[config.mk]
export PLATFORM = sky130hd
export DESIGN_NAME = wrburst_launcher
export DESIGN_NICKNAME = d
export VERILOG_FILES = /design/src/rtl/wrb_pkg.sv /design/src/rtl/wrb_queue.sv /design/src/rtl/wrb_sequencer.sv /design/src/rtl/wrburst_launcher.sv
export SDC_FILE = /design/constraint.sdc
export NUM_CORES = 1
export LEC_CHECK = 0
export BUFFER_PORTS_ARGS = -buffer_cell sky130_fd_sc_hd__clkbuf_2
export CAP_MARGIN = 10
export CELL_PAD_IN_SITES_DETAIL_PLACEMENT = 0
export CELL_PAD_IN_SITES_GLOBAL_PLACEMENT = 2
export CORE_MARGIN = 5
export CORE_UTILIZATION = 30
export DETAILED_ROUTE_END_ITERATION = 7
export GPL_ROUTABILITY_DRIVEN = 0
export GPL_TIMING_DRIVEN = 0
export PLACE_DENSITY_LB_ADDON = 0.1
export SLEW_MARGIN = 0
export SYNTH_ARGS = -nofsm -noshare
export SYNTH_HDL_FRONTEND = slang
export SYNTH_SLANG_ARGS = --single-unit
export TNS_END_PERCENT = 10
[constraint.sdc]
create_clock -name clk -period 10.2 [get_ports clk]
set_input_delay 2.04 -clock clk [delete_from_list [all_inputs] [get_ports clk]]
set_output_delay 2.04 -clock clk [all_outputs]
set_load 0.02 [all_outputs]
[src/rtl/wrb_pkg.sv]
package wrb_pkg;

    // Pin-side sequencer states
    typedef enum logic [1:0] {
        ST_IDLE  = 2'd0,
        ST_PRE   = 2'd1,
        ST_BURST = 2'd2
    } wrb_state_e;

    // Beats carried by one command (largest burst)
    localparam int MAX_BEATS = 8;

endpackage

[src/rtl/wrb_queue.sv]
module wrb_queue #(
    parameter int DEPTH = 3,
    parameter int EW    = 8
) (
    input  logic          clk,
    input  logic          rst_n,
    input  logic          push_req,
    input  logic          pop,
    input  logic [EW-1:0] din,
    output logic [EW-1:0] head,
    output logic          head_vld,
    output logic          overflow
);
    localparam int PW   = (DEPTH > 1) ? $clog2(DEPTH) : 1;
    localparam int CNTW = $clog2(DEPTH + 1);

    logic [EW-1:0]   slots [DEPTH];
    logic [PW-1:0]   wp, rp;
    logic [CNTW-1:0] fill;
    logic            full, push;

    function automatic logic [PW-1:0] bump(input logic [PW-1:0] p);
        return (p == PW'(DEPTH - 1)) ? '0 : p + PW'(1);
    endfunction

    assign full     = (fill == CNTW'(DEPTH));
    assign push     = push_req && !full;
    assign head     = slots[rp];
    assign head_vld = (fill != '0);

    always_ff @(posedge clk) begin
        if (push) slots[wp] <= din;
    end

    always_ff @(posedge clk) begin
        if (!rst_n) begin
            wp       <= '0;
            rp       <= '0;
            fill     <= '0;
            overflow <= 1'b0;
        end else begin
            if (push) wp <= bump(wp);
            if (pop)  rp <= bump(rp);
            fill     <= fill + CNTW'(push) - CNTW'(pop);
            overflow <= push_req && full;
        end
    end

endmodule

[src/rtl/wrb_sequencer.sv]
module wrb_sequencer
    import wrb_pkg::*;
#(
    parameter int DATA_W = 8,
    parameter int CW     = 6
) (
    input  logic                          clk,
    input  logic                          rst_n,
    input  logic                          head_vld,
    input  logic [CW-1:0]                 head_due,
    input  logic                          head_bl8,
    input  logic [MAX_BEATS*DATA_W-1:0]   head_data,
    output logic                          pop,
    output logic [CW-1:0]                 now,
    output logic                          dq_valid,
    output logic [DATA_W-1:0]             dq_rise,
    output logic [DATA_W-1:0]             dq_fall,
    output logic                          dqs_oe,
    output logic                          dqs_rise,
    output logic                          dqs_fall
);
    wrb_state_e                    st, st_nx;
    logic [1:0]                    pair, pair_nx;
    logic                          cur_bl8;
    logic [MAX_BEATS*DATA_W-1:0]   cur_data;
    logic signed [CW-1:0]          slack;
    logic                          last_pair, due_now, due_soon;
    logic [DATA_W-1:0]             beat_a [MAX_BEATS];

    // Clocks left until the queue head must be on the pins
    assign slack     = $signed(head_due - now);
    assign due_now   = head_vld && (slack <= $signed(CW'(1)));
    assign due_soon  = head_vld && (slack <= $signed(CW'(2)));
    assign last_pair = (pair == (cur_bl8 ? 2'd3 : 2'd1));

    for (genvar g = 0; g < MAX_BEATS; g++) begin : g_beat
        assign beat_a[g] = cur_data[g*DATA_W +: DATA_W];
    end

    // Transition selection
    always_comb begin
        st_nx   = st;
        pair_nx = pair;
        pop     = 1'b0;
        unique case (st)
            ST_IDLE: begin
                if (due_soon) st_nx = ST_PRE;                      // arm
            end
            ST_PRE: begin
                if (head_vld) begin                                // launch
                    st_nx   = ST_BURST;
                    pair_nx = 2'd0;
                    pop     = 1'b1;
                end else begin
                    st_nx = ST_IDLE;
                end
            end
            ST_BURST: begin
                if (!last_pair) begin                              // step
                    pair_nx = pair + 2'd1;
                end else if (due_now) begin                        // chain
                    pair_nx = 2'd0;
                    pop     = 1'b1;
                end else if (due_soon) begin                       // rearm
                    st_nx = ST_PRE;
                end else begin                                     // finish
                    st_nx = ST_IDLE;
                end
            end
            default: st_nx = ST_IDLE;
        endcase
    end

    // State register
    always_ff @(posedge clk) begin
        if (!rst_n) begin
            st       <= ST_IDLE;
            pair     <= '0;
            cur_bl8  <= 1'b0;
            cur_data <= '0;
            now      <= '0;
        end else begin
            st   <= st_nx;
            pair <= pair_nx;
            now  <= now + CW'(1);
            if (pop) begin
                cur_bl8  <= head_bl8;
                cur_data <= head_data;
            end
        end
    end

    // Pin outputs
    always_comb begin
        dq_valid = (st == ST_BURST);
        dqs_oe   = (st != ST_IDLE);
        dqs_rise = (st == ST_BURST);
        dqs_fall = 1'b0;
        dq_rise  = dq_valid ? beat_a[{pair, 1'b0}] : '0;
        dq_fall  = dq_valid ? beat_a[{pair, 1'b1}] : '0;
    end

endmodule

[src/rtl/wrburst_launcher.sv]
module wrburst_launcher
    import wrb_pkg::*;
#(
    parameter int DATA_W  = 8,
    parameter int ADD_LAT = 2,
    parameter int CAS_LAT = 3,
    parameter int QDEPTH  = (ADD_LAT + CAS_LAT) / 2 + 1
) (
    input  logic                        clk,
    input  logic                        rst_n,
    input  logic                        wr_valid,
    input  logic                        wr_bl8,
    input  logic [MAX_BEATS*DATA_W-1:0] wr_data,
    output logic                        dq_valid,
    output logic [DATA_W-1:0]           dq_rise,
    output logic [DATA_W-1:0]           dq_fall,
    output logic                        dqs_oe,
    output logic                        dqs_rise,
    output logic                        dqs_fall,
    output logic                        overflow
);
    localparam int WL = ADD_LAT + CAS_LAT - 1;
    localparam int DW = MAX_BEATS * DATA_W;
    localparam int CW = $clog2(WL + 4 * QDEPTH + 2) + 1;
    localparam int EW = 1 + CW + DW;

    logic [CW-1:0] now, head_due;
    logic [EW-1:0] entry_in, entry_hd;
    logic          head_vld, head_bl8, pop;
    logic [DW-1:0] head_data;

    assign entry_in = {wr_bl8, now + CW'(WL), wr_data};
    assign {head_bl8, head_due, head_data} = entry_hd;

    wrb_queue #(.DEPTH(QDEPTH), .EW(EW)) u_queue (
        .clk      (clk),
        .rst_n    (rst_n),
        .push_req (wr_valid),
        .pop      (pop),
        .din      (entry_in),
        .head     (entry_hd),
        .head_vld (head_vld),
        .overflow (overflow)
    );

    wrb_sequencer #(.DATA_W(DATA_W), .CW(CW)) u_seq (
        .clk       (clk),
        .rst_n     (rst_n),
        .head_vld  (head_vld),
        .head_due  (head_due),
        .head_bl8  (head_bl8),
        .head_data (head_data),
        .pop       (pop),
        .now       (now),
        .dq_valid  (dq_valid),
        .dq_rise   (dq_rise),
        .dq_fall   (dq_fall),
        .dqs_oe    (dqs_oe),
        .dqs_rise  (dqs_rise),
        .dqs_fall  (dqs_fall)
    );

endmodule

After elaboration in Yosys (flattened, before gate mapping) --
Memories as Yosys holds them, arrays and structs flattened. A register that Yosys moved wholly into a read port is not among the register bits. Cells that the tools add are included.
Operators by class: add/sub/neg operators 8, $lt $le $gt $ge 4, equal/unequal tests 11, muxes and demuxes 29, bitwise gates (word level) 2, reductions and logical operators 11
Operators with widths (count):
- 8-bit binary-select mux with 3-bit select | 2
- 8-bit two-way mux | 6
- 2-bit two-way mux | 12
- 2-bit equality test (second input constant) | 4
- 4-bit >= comparator (second input constant) | 2
- 3-bit inverter with 4-bit output | 2
- 2-bit by 1-bit adder with 2-bit output (second input constant) | 3
- 6-bit by 1-bit adder with 6-bit output (second input constant) | 1
- 6-bit by 3-bit adder with 6-bit output (second input constant) | 1
- 6-bit by 2-bit <= comparator with 1-bit output (second input constant) | 1
- 6-bit by 3-bit <= comparator with 1-bit output (second input constant) | 1
- 1-bit two-way mux | 6
- 2-bit by 1-bit inequality test with 1-bit output (second input constant) | 3
- 2-bit case mux with 3 select lines | 1
- 3-bit AND reduction | 2
- 2-bit nonzero test | 3
- 6-bit subtractor | 1
- 1-bit logical AND | 4
- 2-bit case mux with 2 select lines | 1
- 3-bit inequality test (second input constant) | 1
- 2-bit by 1-bit adder with 2-bit output | 1
- 2-bit by 1-bit equality test with 1-bit output (second input constant) | 1
- 2-bit equality test | 1
- 2-bit logical NOT | 1
- 4 further kinds | 4
Storage, ports and cells: register bits 82, RAM bits 213, input bits 68, output and inout port bits 21, memories kept 1
Memory list:
- u_queue.slots | words 3, width 71, read ports 1, clocked after Yosys merged registers in 1, wr ports 1, RTL line wrb_queue.sv:17 | logic [EW-1:0] slots [DEPTH];

Depth between registers and ports, before layout --
Gate-level depths: netlist (run 1).
word-level depth 8, gate-level depth with buffers 19

Hierarchy --
From an unflattened synthesis (run 1), not the netlist that was laid out.
Second synthesis, totals: cell total of the unflattened synthesis 916, area, all modules 12266.8 sq um
By module, submodules not included:
- wrb_queue | instances 1, cells an instance 483, area an instance 8334.2 sq um
- wrb_sequencer | instances 1, cells an instance 428, area an instance 3893.7 sq um
- wrburst_launcher | instances 1, cells an instance 5, area an instance 38.8 sq um

Least setup slack after synthesis (run 1) --
OpenSTA, ideal clock, no wires.
path kind input to register, from input port wr_valid, to memory u_queue.slots[1][0] (netlist bit), enable pin, setup time 0.604 ns, data arrival time 7.428 ns, setup slack 2.167 ns, stages on the path 2, buffers on the path 0, cell sequence nand2_1 -> nor3b_1
Between the ends: cells in the longest elaborated chain, start to end 3
Ends and longest elaborated chain:
- start: declaration | RTL line wrburst_launcher.sv:11 | input logic wr_valid,
- 1-bit logical AND | RTL line wrb_queue.sv:27 | assign push = push_req && !full;
- 1-bit two-way mux | RTL line wrb_queue.sv:32 | if (push) slots[wp] <= din;
- 1-bit two-way mux (implied by the code) | RTL line wrb_queue.sv:32
- end: declaration | RTL line wrb_queue.sv:17
Every way passes these cells.

==> run_results.csv, run 1 <==
group,metric,value,unit
status,outcome,"completed",
cts,tritoncts_num_sinks,297,
timing,slew_viol_final,0,
final_layout,layout.nets,1079,
timing,grt_setup_unrepaired,"no",
cts,cts_buffer_depth,3,
flow_run,maxCapViolations,0,
logic_synthesis,syn_area_per_cell,14.18,µm²
route,dr.pass1.iters,4,
logic_synthesis,yosys-top-cells-count,"edfxtp_1 (213), mux2i_1 (140), dfxtp_1 (84), nand2_1 (84), nor2b_1 (74)",
hold_path,hold_path_end,"u_seq.st[1]",
worst_setup_path,required,10.63,ns
timing,slew_headroom,0.3975,
cts,root_buffer,"clkbuf_16",
logic_synthesis,yosysWarningCount,0,
floorplanning,die_h,210.2,µm
power_and_ir_drop,powerDensity,199.1,nW/µm²
route,vias,6805,
cts,numCtsBuffers,37,
timing,fmax,186.7,MHz
timing,min_period_over_period,0.5250,
route,routed_wl,30290,µm
final_layout,area_growth,20.70,%
worst_setup_path,cp_max_fo,10,
logic_synthesis,synth_area,12020,µm²
final_layout,design_area,14510,µm²
global_routing,grt_max_degree,13,
floorplanning,rows,73,
placed_design,place_hpwl,22240,µm
timing,finalClockSkew,0.02098,ns
global_routing,grtUsageTotal,0.1378,
worst_setup_path,crit_path_end_kind,"flop",
hold_path,hold_start,"u_seq.st[1]",
timing,hold_viol_final,0,
cts,post_cts_buffers,0,
timing,holdWs,0.5002,ns
logic_synthesis,seq_area_frac_synth,0.6718,
placed_design,portBuffers,87,
logic_synthesis,synth_edf_count,213,
worst_setup_path,critPathSlowestCell,"clkbuf_1",
logic_synthesis,async_flop_share,0,
floorplanning,die_area,44180,µm²
global_routing,antenna_found_initial,0,
final_layout,layout-drive-gt1-share,0.1891,
final_layout,final_core_util,0.3653,
route,drc,0,
worst_setup_path,worstPathArrival,5.79,ns
power_and_ir_drop,power_leakage,4.723,nW
power_and_ir_drop,vdd_ir_drop_max,0.1266,mV
floorplanning,start_util,0.3026,
worst_setup_path,reg2reg_slack,4.85,ns
worst_setup_path,crit_path_frequent_cell,"clkbuf_1",
cts,htree_levels,2,
cts,post_cts_resized,0,
route,wl_per_cell,19.53,µm
route,viasPerCell,4.387,
route,ant_nets,0,
timing,worst_pin_slew,0.9038,ns
global_routing,grt_pass1_vias,7019,
cts,clk_pin_slew_worst_paths,0.06,ns
worst_setup_path,rr_endpoint,"u_queue.fill[1]",
logic_synthesis,ys_top_cells_by_area,"edfxtp_1 (53%), dfxtp_1 (14%), mux2i_1 (12%)",
global_routing,gr-total-overflow,0,
logic_synthesis,synth_area_leader_cell,"edfxtp_1",
final_layout,nFillCells,3870,
logic_synthesis,synthCells,848,
cts,clk-insertion-delay-late,0.55,ns
logic_synthesis,yosysMostFrequentCell,"edfxtp_1",
final_layout,layoutNonFillerInstCount,1551,
logic_synthesis,syn_nets,929,
hold_path,hold_depth,2,
placed_design,post-place-cells,1484,
worst_setup_path,ff2ff_path_depth,18,
logic_synthesis,synth-seq-cells,297,
logic_synthesis,yosys.area.top_type_share,0.5319,
worst_setup_path,cp_slowest_stage_delay,0.67,ns
final_layout,num_antenna_cells,0,
timing,setup_viol,0,
worst_setup_path,worstPathCellList,"clkbuf_1 -> clkbuf_1 -> clkbuf_1 -> a21oi_1 -> ha_1 -> fa_1 -> nand2b_1 -> o21ai_1 -> nor3_1 -> a32oi_1 -> o21ai_1 -> buf_2 -> buf_6 -> xnor2_1 -> ha_1 -> xor2_1 -> nand3_1 -> and3b_1",
floorplanning,die_w,210.2,µm
floorplanning,ioPinCount,89,
timing,finalWorstPathRequiredPeriod,5.355,ns
floorplanning,core_region_area,39730,µm²
global_routing,grt_pass1_wl,45500,µm
hold_path,hp-class,"flop to flop",
cts,cts_tree,"yes",
cts,cts_hold_buffers,0,
route,dr.first_iter.drc_count,269,
placed_design,dpl_cell_area,13410,µm²
worst_setup_path,crit_type,"flop to flop",
power_and_ir_drop,power,2.890,mW
logic_synthesis,yosys.cell_types.count,42,
logic_synthesis,synthFlopType,"edfxtp_1",
worst_setup_path,worstSetupStartpointType,"flop",
==> area by class of cell <==
type | count | area, µm² | share of cell area
inverter | 10 | 37.54 | 0.002586
multi-input combinational | 493 | 3695 | 0.2546
clock inverter | 18 | 118.9 | 0.008190
tap | 525 | 656.9 | 0.04526
clock buffer | 49 | 980.9 | 0.06759
timing repair buffer | 111 | 716.9 | 0.04940
sequential | 297 | 8078 | 0.5566
buffer | 48 | 229.0 | 0.01578
==> metal layers <==
metal	global-route usage	wire length, µm	part of all wire	vias up
met2	0.2202	14370	0.47	101
met5	0	0	0	-
met3	0.02381	968	0.032	54
met1	0.1921	14210	0.47	3264
met4	0.04478	748	0.025	0
li1	-	-	-	3386
==> sequential cells by signal (all words and copies together), names as in the netlist, named ones only <==
signal / count
u_queue.slots: 213
u_seq.cur_data: 64
u_seq.now: 6
u_queue.fill: 2
u_queue.rp: 2
u_queue.wp: 2
u_seq.pair: 2
u_seq.st: 2
u_queue.overflow: 1
u_seq.cur_bl8: 1
==> logic make-up after synthesis <==
group,after synthesis,share of synthesized area
buffers and inverters,58,0.02216
adder cells (fa/ha/maj),13,0.01415
other,1,0.0003119
AND/OR/NAND/NOR,214,0.09230
multiplexers,156,0.1465
flip-flops,297,0.6718
AO/OA/AOI/OAI,96,0.04266
XOR/XNOR,13,0.01009
==> critical path: cells and delay by family (launching register included) <==
kind,cells,cell delay (ns)
XOR/XNOR,2,0.32
AO/OA/AOI/OAI,4,0.49
flip-flops,1,0.66
adder cells (fa/ha/maj),3,0.86
AND/OR/NAND/NOR,4,0.83
buffers and inverters,5,2.07
==> how the worst max path moves through the flow <==
stage / from / end / slack (ns) / cells after the start
final: flop / u_queue.fill[1] / 4.85 / 18
after global routing: flop / u_queue.fill[1] / 4.35 / 18
after CTS: flop / u_queue.fill[1] / 4.64 / 18
after detailed placement: flop / u_queue.fill[1] / 4.68 / 18
after global placement: wr_valid / u_queue.slots[1][30] / -3.10 / 3
after floorplan: wr_valid / u_queue.slots[1][0] / 2.17 / 2
==> stage by stage <==
stage / worst slack [ns] / setup TNS (ns)
floorplan: 2.167 / 0
global placement: -3.100 / -566.34
detailed placement: 4.678 / 0
CTS: 4.637 / 0
global route: 4.351 / 0
finish: 4.845 / 0
==> cell usage in the layout, fill, tap and decap left out, types with 8 or more instances in the layout <==
master,instances
edfxtp_1,213
ha_1,12
o21ai_0,70
nand2_1,84
dfxtp_1,84
clkbuf_2,87
mux2i_1,140
buf_4,8
mux4_2,16
nor2b_1,74
clkbuf_1,43
a21oi_1,9
buf_6,23
and2_1,22
inv_1,10
clkbuf_16,37
==> report_power, final <==
group | internal (mW) | switching (mW)
sequential | 1.37 | 0.0304
combinational | 0.126 | 0.177
clock | 0.684 | 0.503
Note: power is estimated with default switching activity, not from simulation.
==> inputs of run 2 (changes only) <==
==> constraint.sdc (replaced) <==
create_clock -name clk -period 5.4 [get_ports clk]
set_input_delay 1.08 -clock clk [delete_from_list [all_inputs] [get_ports clk]]
set_output_delay 1.08 -clock clk [all_outputs]
set_load 0.02 [all_outputs]
==> run_results.csv, run 2 (synthesis results as in run 1) <==
group,metric,value,unit
status,outcome,"completed",
flow_run,maxCapViolations,0,
final_layout,regMostFlops,"u_queue.slots",
route,m1WireLength,14380,µm
timing,finalSetupTns,0,ns
worst_setup_path,worstSetupStartpointType,"flop",
cts,clk_pin_slew_worst_paths,0.06,ns
cts,cts_buffer_depth,3,
placed_design,place_hpwl,21880,µm
final_layout,top_regs,"u_queue.slots: 213 flops, u_seq.cur_data: 64 flops, u_seq.now: 6 flops",
placed_design,dpl_cell_area,13410,µm²
route,drc,0,
cts,numCtsBuffers,35,
final_layout,design_area,14500,µm²
global_routing,gr-total-overflow,0,
placed_design,post-place-cells,1480,
power_and_ir_drop,pwr-share-seq,0.485,
worst_setup_path,reg2reg_slack,0.53,ns
timing,slew_viol_final,0,
power_and_ir_drop,internal_power,4.144,mW
global_routing,grt_pass1_vias,7039,
timing,worst_pin_slew,0.8335,ns
timing,fmax,205.5,MHz
worst_setup_path,cp_max_fo,10,
route,vias,6779,
power_and_ir_drop,powerDensity,376.4,nW/µm²
cts,cts_hold_buffers,0,
final_layout,layoutNonFillerInstCount,1543,
floorplanning,rows,73,
cts,root_buffer,"clkbuf_16",
worst_setup_path,required,5.82,ns
final_layout,area_growth,20.60,%
final_layout,num_antenna_cells,0,
cts,tritoncts_num_sinks,297,
timing,hold_viol_final,0,
global_routing,antenna_found_initial,0,
route,dr.first_iter.drc_count,325,
placed_design,portBuffers,87,
power_and_ir_drop,p_switching,1.314,mW
timing,finalClockSkew,0.02637,ns
route,routed_wl,30470,µm
timing,slew_headroom,0.4419,
final_layout,largest_reg_flops,213,
timing,min_period_over_period,0.9010,
floorplanning,die_w,210.2,µm
hold_path,hold_start,"u_seq.st[0]",
power_and_ir_drop,vdd_ir_drop_max,0.1884,mV
route,dr.pass1.iters,4,
route,viasPerCell,4.393,
timing,setup_viol,0,
cts,post_cts_buffers,0,
cts,cts_tree,"yes",
floorplanning,ioPinCount,89,
global_routing,grt_pass1_wl,45990,µm
power_and_ir_drop,power_leakage,4.709,nW
final_layout,layout.nets,1073,
cts,htree_levels,2,
route,top_layer,"met4",
hold_path,hp-class,"flop to flop",
final_layout,final_common_cell,"edfxtp_1",
power_and_ir_drop,p_clk_frac,0.410,
final_layout,most-common-layout-cells,"edfxtp_1 (213), mux2i_1 (140), clkbuf_2 (87)",
floorplanning,start_util,0.3026,
final_layout,layout-drive-gt1-share,0.1857,
timing,grt_setup_unrepaired,"no",
worst_setup_path,worstPathArrival,5.29,ns
floorplanning,die_h,210.2,µm
route,wl_per_cell,19.75,µm
floorplanning,die_area,44180,µm²
power_and_ir_drop,swShare,0.2407,
floorplanning,core_region_area,39730,µm²
route,wl_met3,1146,µm
timing,finalWorstPathRequiredPeriod,4.866,ns
route,route.met2.wl,14170,µm
global_routing,grt_max_degree,17,
cts,clk-insertion-delay-late,0.54,ns
worst_setup_path,crit_type,"flop to flop",
global_routing,grtUsageTotal,0.1391,
power_and_ir_drop,combPwrFrac,0.106,
route,ant_nets,0,
worst_setup_path,crit_path_end_kind,"flop",
run 2: cell types whose count changed in the layout (fill, tap and decap cells not counted), sizes merged:
cell / change
bufinv: +2
clkbuf: -7
clkinv: +3
inv: -3
buf: -3
run 2: worst max-delay path, cell delays in order (launching register included):
cell and delay (ns):
dfxtp_1 0.66, buf_2 0.44, clkbuf_1 0.42, clkbuf_1 0.40, a21oi_1 0.16, ha_1 0.25, fa_1 0.43, nand2b_1 0.10
o21ai_1 0.07, nor3_2 0.32, a32oi_1 0.14, o21ai_1 0.09, buf_2 0.30, buf_6 0.22, xnor2_1 0.13, ha_1 0.18
xor2_1 0.19, nand3_1 0.09, and3b_1 0.16
run 2: final timing paths:
path                                        end  cells after the start
worst max-delay path            u_queue.fill[1]                     18
worst min-delay path                u_seq.st[0]                      2
worst max register to register  u_queue.fill[1]                     18
worst min register to register      u_seq.st[0]                      2
run 2: through the flow:
step,hold slack [ns],setup WS [ns],utilization,power [mW]
floorplan,0.4662,-1.621,-,3.051
global placement,0.4942,-6.288,0.3302,3.282
detailed placement,0.5024,-0.1616,0.3375,3.287
CTS,0.5160,0.1215,0.3649,5.559
global route,0.5359,0.04488,0.3650,5.719
finish,0.5145,0.5344,0.3650,5.458
run 2: power groups by stage:
stage	clock network, mW	logic, mW	registers [mW]
3_3_place_gp	0	0.557	2.72
3_5_place_dp	0	0.592	2.70
2_1_floorplan	0	0.367	2.68
6_report	2.24	0.577	2.65
4_1_cts	2.32	0.595	2.65
5_1_grt	2.42	0.646	2.66
run 2: timing repair:
action / CTS / global route
gates cloned: 0 / 0
pin swaps: 0 / 0
endpoints found under the setup margin: 1 / 1
resized for setup: 1 / 2
endpoints found under the hold margin: 0 / 0
run 2: cell type report:
class                   count  area [µm²]
well taps                 525       656.9
clock inverters            20       157.7
clock buffers              43       927.1
flip-flops and latches    297        8078
inverters                  10       37.54
plain buffers              48       230.2
multi-input cells         493        3706
fillers                  3842       25230
repair buffers            107       708.2
run 2: per-layer routing:
metal  GRT usage  vias to the layer above
met2      0.2209                      118
met5           0                        -
li1            -                     3375
met3     0.02500                       48
met4     0.04635                        0
met1      0.1939                     3238
